**src/rtl/mant_round_pkg.sv**
```systemverilog
package mant_round_pkg;

  typedef enum logic [1:0] {
    RDIR_NEAREST = 2'b00,
    RDIR_ZERO    = 2'b01,
    RDIR_POS_INF = 2'b10,
    RDIR_NEG_INF = 2'b11
  } rdir_e;

endpackage

```
**src/rtl/mant_round_decide.sv**
```systemverilog
module mant_round_decide
  import mant_round_pkg::*;
(
  input  logic  guard_i,
  input  logic  rbit_i,
  input  logic  sticky_i,
  input  logic  lsb_i,
  input  logic  neg_i,
  input  rdir_e dir_i,
  output logic  lost_o,
  output logic  bump_o
);

  logic above_half;

  always_comb begin
    lost_o     = guard_i | rbit_i | sticky_i;
    above_half = rbit_i | sticky_i | lsb_i;
    unique case (dir_i)
      RDIR_NEAREST: bump_o = guard_i & above_half;
      RDIR_ZERO:    bump_o = 1'b0;
      RDIR_POS_INF: bump_o = lost_o & ~neg_i;
      RDIR_NEG_INF: bump_o = lost_o &  neg_i;
      default:      bump_o = 1'b0;
    endcase
  end

endmodule

```
**src/rtl/mant_round_incr.sv**
```systemverilog
module mant_round_incr #(
  parameter int WIDTH = 24
) (
  input  logic [WIDTH-1:0] val_i,
  input  logic             inc_i,
  output logic [WIDTH-1:0] sum_o,
  output logic             cout_o
);

  logic [WIDTH:0] chain;

  assign chain[0] = inc_i;

  for (genvar b = 0; b < WIDTH; b++) begin : g_bit
    assign sum_o[b]    = val_i[b] ^ chain[b];
    assign chain[b+1]  = val_i[b] & chain[b];
  end

  assign cout_o = chain[WIDTH];

endmodule

```
**src/rtl/mant_round.sv**
```systemverilog
module mant_round
  import mant_round_pkg::*;
#(
  parameter int MANT_W = 24
) (
  input  logic [MANT_W+1:0] mant_in,
  input  logic              sticky_in,
  input  logic              sign_in,
  input  logic [1:0]        mode_in,
  output logic [MANT_W-1:0] mant_out,
  output logic              carry_out,
  output logic              round_up,
  output logic              inexact,
  output logic              frac_inexact,
  output logic              frac_rounded
);

  localparam int EXTRA_W = 2;

  logic [MANT_W-1:0] kept;
  logic              lost;
  logic              bump;

  assign kept = mant_in[MANT_W+EXTRA_W-1:EXTRA_W];

  mant_round_decide u_decide (
    .guard_i  (mant_in[1]),
    .rbit_i   (mant_in[0]),
    .sticky_i (sticky_in),
    .lsb_i    (kept[0]),
    .neg_i    (sign_in),
    .dir_i    (rdir_e'(mode_in)),
    .lost_o   (lost),
    .bump_o   (bump)
  );

  mant_round_incr #(.WIDTH(MANT_W)) u_incr (
    .val_i  (kept),
    .inc_i  (bump),
    .sum_o  (mant_out),
    .cout_o (carry_out)
  );

  assign round_up     = bump;
  assign frac_rounded = bump;
  assign inexact      = lost;
  assign frac_inexact = lost;

endmodule

```
**config.mk**
```make
export PLATFORM = sky130hd
export DESIGN_NAME = mant_round
export DESIGN_NICKNAME = d
export VERILOG_FILES = /design/src/rtl/mant_round_pkg.sv /design/src/rtl/mant_round_decide.sv /design/src/rtl/mant_round_incr.sv /design/src/rtl/mant_round.sv
export SDC_FILE = /design/constraint.sdc
export NUM_CORES = 1
export LEC_CHECK = 0
export BUFFER_PORTS_ARGS = -buffer_cell sky130_fd_sc_hd__buf_2
export CAP_MARGIN = 20
export CORE_MARGIN = 3
export CORE_UTILIZATION = 27
export DETAILED_ROUTE_END_ITERATION = 10
export PLACE_DENSITY = 0.92
export SLEW_MARGIN = 0
export SYNTH_ARGS = -nofsm -noshare
export SYNTH_HDL_FRONTEND = slang
export SYNTH_SLANG_ARGS = --single-unit
export TNS_END_PERCENT = 100
```
**constraint.sdc**
```tcl
create_clock -name vclk -period 7.5
set_input_delay 1.5 -clock vclk [all_inputs]
set_output_delay 1.5 -clock vclk [all_outputs]
set_load 0.005 [all_outputs]
```
# Yosys cells after proc, flatten, opt, wreduce, memory -nomap -nowiden

Index checks and enable logic that the tools add are counted.

Flip-flop bits (word level): 0
Bits of input ports: 30
Output and inout port bits: 29
Word-level logic and storage cells: 61

Eq/ne operators: 3
Mux-type cells: 1
Bitwise gates (word level): 56
Reductions and logical operators: 1

Operators with widths:

| operator                                             | number |
|---|---|
| bitwise AND 1 bit                                    | 27 |
| bitwise XOR 1 bit                                    | 24 |
| equality test 2 bit (second input constant)          | 2 |
| OR 1 bit                                             | 4 |
| one-hot mux 1 bit (4 select lines)                   | 1 |
| equality test 2 x 1 -> 1 bit (second input constant) | 1 |
| logical NOT 2 bit                                    | 1 |
| inverter 1 bit                                       | 1 |

# Depth between registers and ports, before layout

Depth after elaboration: 28
Depth in mapped cells: 27
Mapped depth without buffers: 27

# Hierarchy

From an unflattened synthesis, not the netlist that was laid out.

Cell total of the unflattened synthesis: 33
Area, all modules: 355.3 sq um

By module, submodules not included:

| module            | times used | cells each | area an instance (sq um) |
|---|---|---|---|
| mant_round_incr   | 1          | 24         | 300.3 |
| mant_round_decide | 1          | 7          | 40.0 |
| mant_round        | 1          | 2          | 15.0 |

# Worst setup path before layout

OpenSTA, ideal clock, no wires.

Path kind: input port to output port
Start point: input port mode_in[0]
End point: output port mant_out[23]
Arrival time: 6.187 ns
Required time: 6.000 ns
Path slack: -0.187 ns
Stages on the path: 26
Path through: mux2_2 > o221a_1 > ha_1 > ha_1 > ha_1 > ha_1 > ha_1 > ha_1 > ha_1 > ha_1 > ha_1 > ha_1 > ha_1 > ha_1 > ha_1 > ha_1 > ha_1 > ha_1 > ha_1 > ha_1 > ha_1 > ha_1 > ha_1 > ha_1 > ha_1 > ha_1

Word-level cells in the longest chain between the ends: 26
Elaborated cells between the ends (all ways): 29
Those cells by class: 3 x eq/ne; 1 x mux; 24 x bitwise; 1 x reduce/logical

RTL lines:

| what                                        | RTL line                | text |
|---|---|---|
| from (decl)                                 | mant_round.sv:9         | `input logic [1:0] mode_in,` |
| equality test 2 bit (tied with other cells) | mant_round_decide.sv:19 | `unique case (dir_i)` |
| one-hot mux 1 bit (4 select lines) *        | mant_round_decide.sv:19 |  |
| net frac_rounded                            | mant_round.sv:15        | `output logic frac_rounded` |
| bitwise AND 1 bit * (23 in series)          | mant_round_incr.sv:16   | `assign chain[b+1] = val_i[b] & chain[b];` |
| bitwise XOR 1 bit *                         | mant_round_incr.sv:15   | `assign sum_o[b] = val_i[b] ^ chain[b];` |
| to (decl)                                   | mant_round.sv:10        | `output logic [MANT_W-1:0] mant_out,` |

Mark *: on every way through the listed nets, which the timed path passes. The rest lies on a longest branch.

# Worst setup path after layout

Start point: input port sticky_in
End point: output port mant_out[23]

Word-level cells in the longest chain between the ends: 28
Elaborated cells between the ends (all ways): 31
Those cells by class: 1 x mux; 30 x bitwise

RTL lines:

| what                                 | RTL line                | text |
|---|---|---|
| from (decl)                          | mant_round.sv:7         | `input logic sticky_in,` |
| OR 1 bit (2 in series)               | mant_round_decide.sv:18 | `above_half = rbit_i \| sticky_i \| lsb_i;` |
| bitwise AND 1 bit                    | mant_round_decide.sv:20 | `RDIR_NEAREST: bump_o = guard_i & above_half;` |
| one-hot mux 1 bit (4 select lines) * | mant_round_decide.sv:19 |  |
| bitwise AND 1 bit * (23 in series)   | mant_round_incr.sv:16   |  |
| bitwise XOR 1 bit *                  | mant_round_incr.sv:15   |  |

Every way passes the cells marked *; elsewhere a longest branch is shown, timed or not.

==> flow_summary.yaml <==
outcome:
  status: "complete, but fails checks"
  violations: "negative setup slack"
cells_and_area:
  design.seq.count: 0
  seq_area_um2: 0
  area_growth_pct: 182
  fin_util_pct: 87.8
  clkbuf_count: 0
  num_antenna_cells: 0
  multiInputGateArea_um2: 657
  fill_cells: 45
  final_common_cell: "buf_2"
  fin_area_um2: 1040
  drive_above_1_share_pct: 95.7
  final_cell_mix: "buf_2 (53), ha_4 (23), buf_6 (5), buf_4 (4)"
  num-nets-final: 150
routing:
  drt_first_iter_violations: 7
  vias: 564
  drc: 0
  final_antenna_net_count: 0
  firstDrtPassIters: 4
  viasPerCell: 5.22
  routed_wl_um: 2290
  wl_per_cell_um: 21.2
critical_path:
  crit_type: "in2out"
  cpPeakStageDelay_ns: 0.25
  cp-start-kind: "primary input"
  arrival_ns: 6.13
  worstPathRequired_ns: 6.00
  path_delay_family: "adder cells"
  crit_top_cell: "ha_4"
  critPathBufInv: 2
  worstSetupEndpointType: "primary output"
  crit_slowest_cell: "o221a_1"
  path_max_fanout: 3
flow_run:
  maxCapViolations: 0
placement:
  place_ws_ns: -0.387
  gp_congestion: 0.697
  placed_area_um2: 830
  hpwlAfterDp_um: 1270
  numPortBuffers: 59
power_and_ir_drop:
  power.total_uw: 42.0
  powerDensity_nw_per_um2: 40.4
  power_leakage_nw: 0.478
  ir_drop_mv: 0.0322
global_routing:
  grt_max_degree: 4
  grt_pass1_vias: 705
  grt_pass1_wl_um: 3570
  grt_overflow: 0
  grt_antenna_before_repair: 0
  grt_use_total_pct: 26.1
logic_synthesis:
  synth_nets: 87
  ys_seq_area_share_pct: 0
  avgSynthCellArea_um2: 11.2
  yosysUniqueCellTypes: 9
  synthCells: 33
  netlist_area_um2: 369
  yosysWarnings: 0
timing:
  final-setup-viol-count: 2
  hold_slack_ns: 3.31
  finalHoldViolCount: 0
  tightest_slew_ns: 0.187
  rsz0062_at_grt: "true"
  fin_ws_ns: -0.129
  min_period_ns: 7.63
  fin_crit_sh_pct: 102
  finalMaxSlewViolations: 0
  fmax_mhz: 131
  relSlewSlack_pct: 87.5
clock_tree:
  cts-hold-fix-buffers: 0
floorplan:
  die_y_um: 43.0
  rows: 12
  die_area_um2: 1850
  die_x_um: 43.0
  core_um2: 1190
  io_pins: 59
  start_util_pct: 31.1
worst_hold_path:
  min_path_type: "in2out"
-- what timing repair did --
item	4_1_cts	5_1_grt
hold endpoints to repair	0	0
endpoints found under the setup margin	4	3
gates resized for setup	26	5
pin swaps	28	11
buffers inserted	2	1
-- layout make-up --
cell class	instances	area share, %
Multi-Input combinational cell	31	63.1
Timing Repair Buffer	63	35.2
Tap cell	14	1.68
-- Yosys cell counts --
| cell | number | share of area [%] |
|---|---|---|
| or3_1 | 1 | 1.7 |
| nor2_1 | 1 | 1.0 |
| ha_1 | 24 | 81 |
| nand2_1 | 1 | 1.0 |
| mux2_2 | 1 | 3.1 |
| o221a_1 | 1 | 3.1 |
| buf_4 | 2 | 4.1 |
| o21a_1 | 1 | 2.0 |
| nor3_2 | 1 | 2.7 |
-- path summary, 6_finish.rpt --
path | startpoint | endpoint | cells after the start
hold / removal | mant_in[25] | mant_out[23] | 3
setup / recovery | sticky_in | mant_out[23] | 29
-- layer usage --
metal | up-vias | GRT usage [%] | wire [µm]
met3 | 8 | 6.36 | 244
met5 | - | 0 | 0
li1 | 250 | - | -
met1 | 257 | 26.2 | 792
met4 | 0 | 7.83 | 43
met2 | 49 | 51.5 | 1210
-- metrics by stage --
stage / instances / TNS, ns
6_report: 108 / -0.174
4_1_cts: 107 / -0.0145
3_3_place_gp: 105 / -0.602
5_1_grt: 108 / -0.463
2_1_floorplan: 33 / 0
3_5_place_dp: 105 / -0.979
-- logic make-up after synthesis --
group	count (synthesis)	share of synthesized area [%]
AND/OR/NAND/NOR	4	6.44
AO/OA/AOI/OAI	2	5.09
adder cells (fa/ha/maj)	24	81.4
multiplexers	1	3.05
buffers and inverters	2	4.07
-- where the power goes --
| group | internal [mW] | switching, mW |
|---|---|---|
| Clock | 0 | 0 |
| Combinational | 0.0232 | 0.0189 |
| Sequential | 0 | 0 |
| Total | 0.0232 | 0.0189 |
(Power assumes the default switching activity.)
